[src/rtl/hwls_pkg.sv]
package hwls_pkg;
  localparam int INSN_W = 32;
  localparam int IMM_W  = 9;
  localparam int RA_W   = 5;
  localparam int HW_W   = 16;

  typedef enum logic [2:0] {
    ST_IDLE,
    ST_EXEC,
    ST_REQ,
    ST_WAIT,
    ST_WB
  } hwls_state_t;

  typedef struct packed {
    logic             legal;
    logic             is_load;
    logic             sgn;
    logic             wide;
    logic [IMM_W-1:0] imm;
    logic [RA_W-1:0]  rn;
    logic [RA_W-1:0]  rt;
  } hwls_dec_t;
endpackage

[src/rtl/hwls_decode.sv]
module hwls_decode
  import hwls_pkg::*;
(
  input  logic [INSN_W-1:0] insn,
  output hwls_dec_t         dec
);
  logic [1:0] sel;
  logic       fixed_ok;

  always_comb begin
    fixed_ok = (insn[31:30] == 2'b01) && (insn[29:24] == 6'b111000) &&
               (insn[21] == 1'b0) && (insn[11:10] == 2'b00);
    sel         = insn[23:22];
    dec.legal   = fixed_ok;
    dec.imm     = insn[20:12];
    dec.rn      = insn[9:5];
    dec.rt      = insn[4:0];
    dec.sgn     = sel[1];
    dec.is_load = sel[1] | sel[0];
    dec.wide    = sel[1] & ~sel[0];
  end
endmodule

[src/rtl/hwls_agen.sv]
module hwls_agen #(
  parameter int XLEN       = 64,
  parameter int IMM_W      = 9,
  parameter int RA_W       = 5,
  parameter int ALIGN_BITS = 4
) (
  input  logic [RA_W-1:0]  rn,
  input  logic [IMM_W-1:0] imm,
  input  logic [XLEN-1:0]  gpr_base,
  input  logic [XLEN-1:0]  sp_base,
  output logic [XLEN-1:0]  addr,
  output logic             misalign,
  output logic             tagchk
);
  localparam int EXT_W = XLEN - IMM_W;
  localparam logic [RA_W-1:0] SP_NUM = '1;

  logic             use_sp;
  logic [XLEN-1:0]  base;
  logic [XLEN-1:0]  offs;

  always_comb begin
    use_sp   = (rn == SP_NUM);
    base     = use_sp ? sp_base : gpr_base;
    offs     = {{EXT_W{imm[IMM_W-1]}}, imm};
    addr     = base + offs;
    misalign = use_sp && (sp_base[ALIGN_BITS-1:0] != '0);
    tagchk   = ~use_sp;
  end
endmodule

[src/rtl/hwls_extend.sv]
module hwls_extend #(
  parameter int XLEN   = 64,
  parameter int HW     = 16,
  parameter int NARROW = 32
) (
  input  logic [HW-1:0]   raw,
  input  logic            sgn,
  input  logic            wide,
  output logic [XLEN-1:0] ext
);
  localparam int PAD_N = NARROW - HW;
  localparam int PAD_W = XLEN - HW;
  localparam int TOP_N = XLEN - NARROW;

  logic [NARROW-1:0] narrow_val;

  always_comb begin
    narrow_val = sgn ? {{PAD_N{raw[HW-1]}}, raw} : {{PAD_N{1'b0}}, raw};
    if (wide)
      ext = {{PAD_W{raw[HW-1]}}, raw};
    else
      ext = {{TOP_N{1'b0}}, narrow_val};
  end
endmodule

[src/rtl/hwls_unit.sv]
module hwls_unit
  import hwls_pkg::*;
#(
  parameter int XLEN       = 64,
  parameter int ALIGN_BITS = 4,
  parameter int NARROW     = 32
) (
  input  logic              clk,
  input  logic              rst_n,
  input  logic              in_valid,
  output logic              in_ready,
  input  logic [INSN_W-1:0] in_insn,
  input  logic [1:0]        cur_el,
  input  logic [XLEN-1:0]   sp_value,
  output logic [RA_W-1:0]   rf_raddr_base,
  input  logic [XLEN-1:0]   rf_rdata_base,
  output logic [RA_W-1:0]   rf_raddr_data,
  input  logic [HW_W-1:0]   rf_rdata_data,
  output logic              rf_we,
  output logic [RA_W-1:0]   rf_waddr,
  output logic [XLEN-1:0]   rf_wdata,
  output logic              mem_req_valid,
  input  logic              mem_req_ready,
  output logic [XLEN-1:0]   mem_req_addr,
  output logic              mem_req_write,
  output logic [HW_W-1:0]   mem_req_wdata,
  output logic              mem_req_tagchk,
  output logic              mem_req_priv,
  input  logic              mem_rsp_valid,
  input  logic [HW_W-1:0]   mem_rsp_rdata,
  output logic              undef_o,
  output logic              align_fault_o
);
  localparam logic [RA_W-1:0] ZR_NUM = '1;

  hwls_state_t       state;
  logic [INSN_W-1:0] insn_q;
  logic              priv_q;
  logic [XLEN-1:0]   addr_q;
  logic [HW_W-1:0]   wdata_q;
  logic              tag_q;
  logic [XLEN-1:0]   load_q;

  hwls_dec_t         dec;
  logic [XLEN-1:0]   agen_addr;
  logic              agen_misalign;
  logic              agen_tag;
  logic [XLEN-1:0]   ext_val;

  hwls_decode u_dec (
    .insn (insn_q),
    .dec  (dec)
  );

  hwls_agen #(
    .XLEN       (XLEN),
    .IMM_W      (IMM_W),
    .RA_W       (RA_W),
    .ALIGN_BITS (ALIGN_BITS)
  ) u_agen (
    .rn       (dec.rn),
    .imm      (dec.imm),
    .gpr_base (rf_rdata_base),
    .sp_base  (sp_value),
    .addr     (agen_addr),
    .misalign (agen_misalign),
    .tagchk   (agen_tag)
  );

  hwls_extend #(
    .XLEN   (XLEN),
    .HW     (HW_W),
    .NARROW (NARROW)
  ) u_ext (
    .raw  (mem_rsp_rdata),
    .sgn  (dec.sgn),
    .wide (dec.wide),
    .ext  (ext_val)
  );

  always_ff @(posedge clk) begin
    if (!rst_n) begin
      state   <= ST_IDLE;
      insn_q  <= '0;
      priv_q  <= 1'b0;
      addr_q  <= '0;
      wdata_q <= '0;
      tag_q   <= 1'b0;
      load_q  <= '0;
    end else begin
      unique case (state)
        ST_IDLE: begin
          if (in_valid) begin
            insn_q <= in_insn;
            priv_q <= (cur_el != 2'b00);
            state  <= ST_EXEC;
          end
        end
        ST_EXEC: begin
          if (!dec.legal || agen_misalign) begin
            state <= ST_IDLE;
          end else begin
            addr_q  <= agen_addr;
            wdata_q <= rf_rdata_data;
            tag_q   <= agen_tag;
            state   <= ST_REQ;
          end
        end
        ST_REQ: begin
          if (mem_req_ready) state <= ST_WAIT;
        end
        ST_WAIT: begin
          if (mem_rsp_valid) begin
            load_q <= ext_val;
            state  <= ST_WB;
          end
        end
        ST_WB: begin
          state <= ST_IDLE;
        end
        default: state <= ST_IDLE;
      endcase
    end
  end

  always_comb begin
    in_ready       = (state == ST_IDLE);
    undef_o        = (state == ST_EXEC) && !dec.legal;
    align_fault_o  = (state == ST_EXEC) && dec.legal && agen_misalign;
    rf_raddr_base  = dec.rn;
    rf_raddr_data  = dec.rt;
    mem_req_valid  = (state == ST_REQ);
    mem_req_addr   = addr_q;
    mem_req_write  = !dec.is_load;
    mem_req_wdata  = wdata_q;
    mem_req_tagchk = tag_q;
    mem_req_priv   = priv_q;
    rf_we          = (state == ST_WB) && dec.is_load && (dec.rt != ZR_NUM);
    rf_waddr       = dec.rt;
    rf_wdata       = load_q;
  end
endmodule

[config.mk]
export PLATFORM = sky130hd
export DESIGN_NAME = hwls_unit
export DESIGN_NICKNAME = d
export VERILOG_FILES = /design/src/rtl/hwls_pkg.sv /design/src/rtl/hwls_decode.sv /design/src/rtl/hwls_agen.sv /design/src/rtl/hwls_extend.sv /design/src/rtl/hwls_unit.sv
export SDC_FILE = /design/constraint.sdc
export NUM_CORES = 1
export LEC_CHECK = 0
export CORE_AREA = 2 2 204 206
export CTS_CLUSTER_DIAMETER = 200
export CTS_CLUSTER_SIZE = 16
export DETAILED_ROUTE_END_ITERATION = 12
export DIE_AREA = 0 0 206 208
export SYNTH_ARGS = -nofsm -noshare
export SYNTH_HDL_FRONTEND = slang
export SYNTH_SLANG_ARGS = --single-unit
[constraint.sdc]
create_clock -name clk -period 4.5 [get_ports clk]
set_input_delay 1.125 -clock clk [delete_from_list [all_inputs] [get_ports clk]]
set_output_delay 1.125 -clock clk [all_outputs]
set_load 0.05 [all_outputs]
# After elaboration in Yosys (flattened, before gate mapping)
# Cells that the tools add are included.
[word_totals]
out_inout_bits = 167
word_cells = 53
ff_bits = 181
[op_classes]
bitwise_logic = 6
n_eq_ne = 11
n_reduce_logical = 20
n_mux = 8
add_sub_neg = 1
[ops]
columns = ["operator", "n"]
rows = [
  ["$mux W64", 2],
  ["$add A64 B64 Y64", 1],
  ["$mux W32", 1],
  ["$pmux W3 S4", 1],
  ["$logic_and A1 B1 Y1", 9],
  ["$mux W3", 3],
  ["$eq A3 B2 Y1 const B", 2],
  ["$eq A6 B6 Y1 const B", 1],
  ["$reduce_and A2 Y1", 3],
  ["$eq A5 B5 Y1 const B", 1],
  ["$ne A5 B5 Y1 const B", 1],
  ["$ne A2 B2 Y1 const B", 2],
  ["$not A1 Y1", 4],
  ["$reduce_bool A4 Y1", 1],
  ["$eq A3 B1 Y1 const B", 1],
  ["$eq A3 B3 Y1 const B", 1],
  ["$logic_not A3 Y1", 1],
  ["$reduce_and A3 Y1", 1],
  ["$eq A2 B1 Y1 const B", 1],
  ["$logic_not A1 Y1", 2],
  ["$logic_not A2 Y1", 1],
  ["$mux W2", 1],
  ["$ne A2 B1 Y1 const B", 1],
  ["$reduce_bool A2 Y1", 1],
  ["3 further kinds", 3],
]

# Depth between registers and ports, before layout
[logic_depth]
depth_word = 8
depth_mapped = 18

# Modules after synthesis
# Synthesis repeated with hierarchy kept, for this count alone.
[hier_totals]
hier_cells = 1532
hier_area_um2 = 12369.4
[modules_own_cells]
columns = ["mod", "seq_area_each_um2", "area_per_inst_um2", "cells_each", "instances"]
rows = [
  ["hwls_unit", 3623.5, 7098.1, 812, 1],
  ["hwls_agen", 0.0, 4586.9, 629, 1],
  ["hwls_extend", 0.0, 479.2, 64, 1],
  ["hwls_decode", 0.0, 205.2, 27, 1],
]

# Worst setup path before layout
# Ideal clock, no wire load.
[synth_timing]
path_type = "register -> register"
startpoint = "reg insn_q[7]"
endpoint = "reg addr_q[62] (netlist: mem_req_addr[62])"
t_required_ps = 4384
path_slack_ps = 333
arrival_ps = 4050
path_stages_with_launch = 19
period_less_slack_ps = 4167
cell_sequence = "dfxtp_1 and3_1 nand3_1 clkbuf_1 clkbuf_1 mux2_2 ha_1 inv_1 fa_1 and2b_1 o211a_1 o21ai_2 a2111oi_4 o211ai_1 a211o_1 a21oi_2 o21bai_1 a21o_1 a41o_1"
[synth_between]
elab_chain_len = 5
[synth_rtl]
columns = ["item", "line_no", "text"]
rows = [
  ["start: declaration", "hwls_unit.sv:37", "logic [INSN_W-1:0] insn_q;"],
  ["start signal: assignment", "hwls_unit.sv:94", "insn_q <= in_insn;"],
  ["$eq A5 B5 Y1 (*)", "hwls_agen.sv:23", "use_sp = (rn == SP_NUM);"],
  ["branches (longest 4 deep; another with $add A64 B64 Y64)", "-", ""],
  ["end signal: assignment", "hwls_unit.sv:103", "addr_q <= agen_addr;"],
  ["end: declaration", "hwls_unit.sv:39", "logic [XLEN-1:0] addr_q;"],
]
# Mark *: on every way between the ends.
# A chain may end at the register's enable or synchronous reset.

# Worst setup path after layout
[layout_timing]
startpoint = "in sp_value[0]"
endpoint = "reg addr_q[62] (netlist: mem_req_addr[62])"
[layout_between]
elab_chain_len = 5
[layout_rtl]
columns = ["item", "line_no", "text"]
rows = [
  ["start: declaration", "hwls_unit.sv:14", "input logic [XLEN-1:0] sp_value,"],
  ["branches (longest 5 deep; another with $add A64 B64 Y64)", "-", ""],
]
# Several ways; the timed one is not identified.

==> results.md <==
* Status: complete, no violations
* Nets at 1867
* Detailed Route WL at 35300 um
* DRC violation count after routing at 0
* Remaining antenna violation count after routing at 0
* Slew headroom at 0.233
* Rows at 74
* I/O pin cnt at 366
* Clock Skew at 11.6 ps
* Max cap viols at 0
* Yosys cell types at 67
* Post-synthesis simple-gate area fraction at 0.214
* Final period util at 0.950
* Total clock buffers created by CTS at 17
* Crit path largest cell delay at 500 ps
* Crit-path max FO at 4
* Initial cell density of the core at 0.248
* Drt first pass iters at 5
* Mean routed wirelength per cell at 16.5 um
* Largest family of logic cells by synthesized area: compound AO/OA/AOI/OAI gates
* Synth warn at 0
* Pleak at 5.76 nW
* Asr flop ratio synth at 0
* Area grow syn2layout at 46.9%
* Worst Hold Margin at 460 ps
* Top_reg_cell synth: dfxtp_1
* H-tree depth at 4
* Worst hold path type: reg -> reg
* Clock Path Buffers at 2
* Post-Syn Nets at 1556
* Initial antenna violation count at 8
* Final Max Slew Viols at 0
* RSZ-0062 raised after global routing: no
* Gate Count Post-Synth at 1287
* Gr ovfl total at 0
* Least-Margin Pin Slew at 1150 ps
* Post-Synth XOR/XNOR Area at 0.0444
* Crit. End Element: flop
* Seq cells post-synth at 135
* Largest net degree at the start of global routing at 112
* Slowest CP cell: clkdlybuf4s50_1
* Final Hold Vio Count at 0
* Clk_lat worst skew at 450 ps
* Width of the die at 206 um
* Vias in the first global route at 9987
* P per Cell Area at 257 nW/um2
* Arrival time worst endpoint at 4620 ps
* Clock-pin slew on the worst setup and hold paths at 80 ps
* CTS tree: built
* Min Tclk post-route at 4270 ps
* Synthesized area at 10100 um2
* Total Routing Usage GR at 0.162
* Share of the synthesized area in compound gates (AO/OA/AOI/OAI) at 0.232
* Post-synth EDFFs at 0
* DR iter-0 viols at 551
* Drt via density at 4.78
* Max Freq at 234 MHz
* # clock sinks at 135
* GPL Wtd Cong at 0.857
* Crit path kind: in -> reg
* Port Buffers at 365
* Worst-path cell chain: clkdlybuf4s50_1, mux2_2, ha_1, inv_1, fa_1, and2b_1, o211a_1, o21ai_2, a2111oi_4, buf_4, o211ai_1, a211o_1, a21oi_2, o21bai_1, a21o_1, a41o_1
* Post-CTS Hold Buffers at 0
* Die height at 208 um
* CP Launch Type: input pin
* Die area at 42800 um2
* Worst vdd ir at 0.000216 V
* Seq/Total Area, Yosys at 0.269
* Via count at 10300
* Final core area utilization at 0.364
* Worst Path Required at 4850 ps
* Adder-cell share of the synthesized area at 0.0879
* Fraction of layout cells with a size suffix above 1 at 0.108
* Syn Area/Cell at 7.81 um2
* Setup violations, final at 0
* Dpl ws at -363 ps
* Multiplexer area fraction after synthesis at 0.0756
* Global-route wire length before repair at 54600 um
* Fin worst setup slack at 225 ps
* Core footprint at 40600 um2
* Final HPWL DP at 27500 um
* Root cell of the clock tree: clkbuf_16
[synthesized netlist by cell type (all sizes together), types with 35 or more instances]
cell	instances	area, um2
a21boi	78	586
a21o	35	263
a21oi	81	420
and2	38	238
buf	68	485
clkbuf	60	225
dfxtp	135	2700
ha	69	863
mux2	63	709
nand2	252	951
nand3	35	175
nor2	48	180
o21ai	85	429
[report_power, final]
group | internal [mW] | switching (mW)
clock | 0.854 | 0.676
combinational | 0.480 | 0.534
sequential | 1.22 | 0.0269
total | 2.55 | 1.24
[critical path: cells and delay by family]
family / cells / cell delay [ps]
AOI/OAI and AO/OA: 9 / 1830
buffers and inverters: 3 / 750
adders and majority gates: 2 / 550
and+or+nand+nor: 1 / 230
muxes: 1 / 160
[layer usage]
layer | global-route usage | vias to the layer above | wire length [um]
met1 | 0.195 | 4760 | 15200
met5 | 0 | - | 40
met2 | 0.272 | 336 | 16400
li1 | - | 5115 | -
met4 | 0.0567 | 6 | 870
met3 | 0.0515 | 44 | 2820
[sequential cells by signal, summed over array words and instances (netlist names)]
name,flops
state,3
mem_req_addr,64
rf_wdata,18
insn_q,32
mem_req_priv,1
mem_req_tagchk,1
mem_req_wdata,16
[final cells by class]
cell class	count	area (um2)
Fill cell	4273	25800
Multi-Input combinational cell	1007	6600
Timing Repair Buffer	420	4100
Sequential cell	135	2700
Tap cell	532	666
Clock buffer	17	425
Clock inverter	15	201
Inverter	17	63.8
Antenna cell	4	10.0
[repair_timing]
action | CTS | global route
hold endpoints to repair | 0 | 0
buffers inserted | 0 | 1
resized for setup | 0 | 0
setup endpoints to repair | 0 | 2
[final timing paths]
check,start,end,slack (ps),cells after the start
max,sp_value[0],mem_req_addr[62],230,16
min,insn_q[27],insn_q[27],460,2
max reg2reg,insn_q[7],mem_req_addr[60],430,16
min reg2reg,insn_q[27],insn_q[27],460,2
[metrics by stage]
stage          instances  setup TNS, ps  total power [mW]  cell area [um2]
2_1_floorplan       1287              0              1.87            10100
3_3_place_gp        2110          -1170              2.27            14100
3_5_place_dp        2110          -1820              2.28            14100
4_1_cts             2142              0              3.84            14800
5_1_grt             2146              0              3.99            14800
6_report            2147              0              3.79            14800
[cells in the final DEF, fill, tap and decap left out, drive strengths merged, types with 8 or more instances in the layout]
cell,synthesis,final
nand3,35,35
a21boi,78,78
clkdlybuf4s50,0,363
a31oi,10,10
mux2,63,63
and2,38,38
ha,69,69
clkbuf,60,17
xor2,25,25
nand2,252,252
o21bai,14,14
o21ai,85,85
o21a,8,8
inv,17,27
nand4,23,23
xnor2,26,26
a21o,35,35
nor3,13,13
a21oi,81,81
buf,68,57
dfxtp,135,135
nor4,8,8
nor2b,9,9
nor2,48,48
[cells by family (layout without fill, tap and decap cells)]
kind of cell	count (synthesis)	after routing
compound gates	355	355
mux	68	68
flops	135	135
fa+ha+maj	70	70
other cells	0	4
simple gates	463	463
xor+xnor	51	51
buf+inv	145	469
No activity file was read; power rests on OpenSTA's default activity.
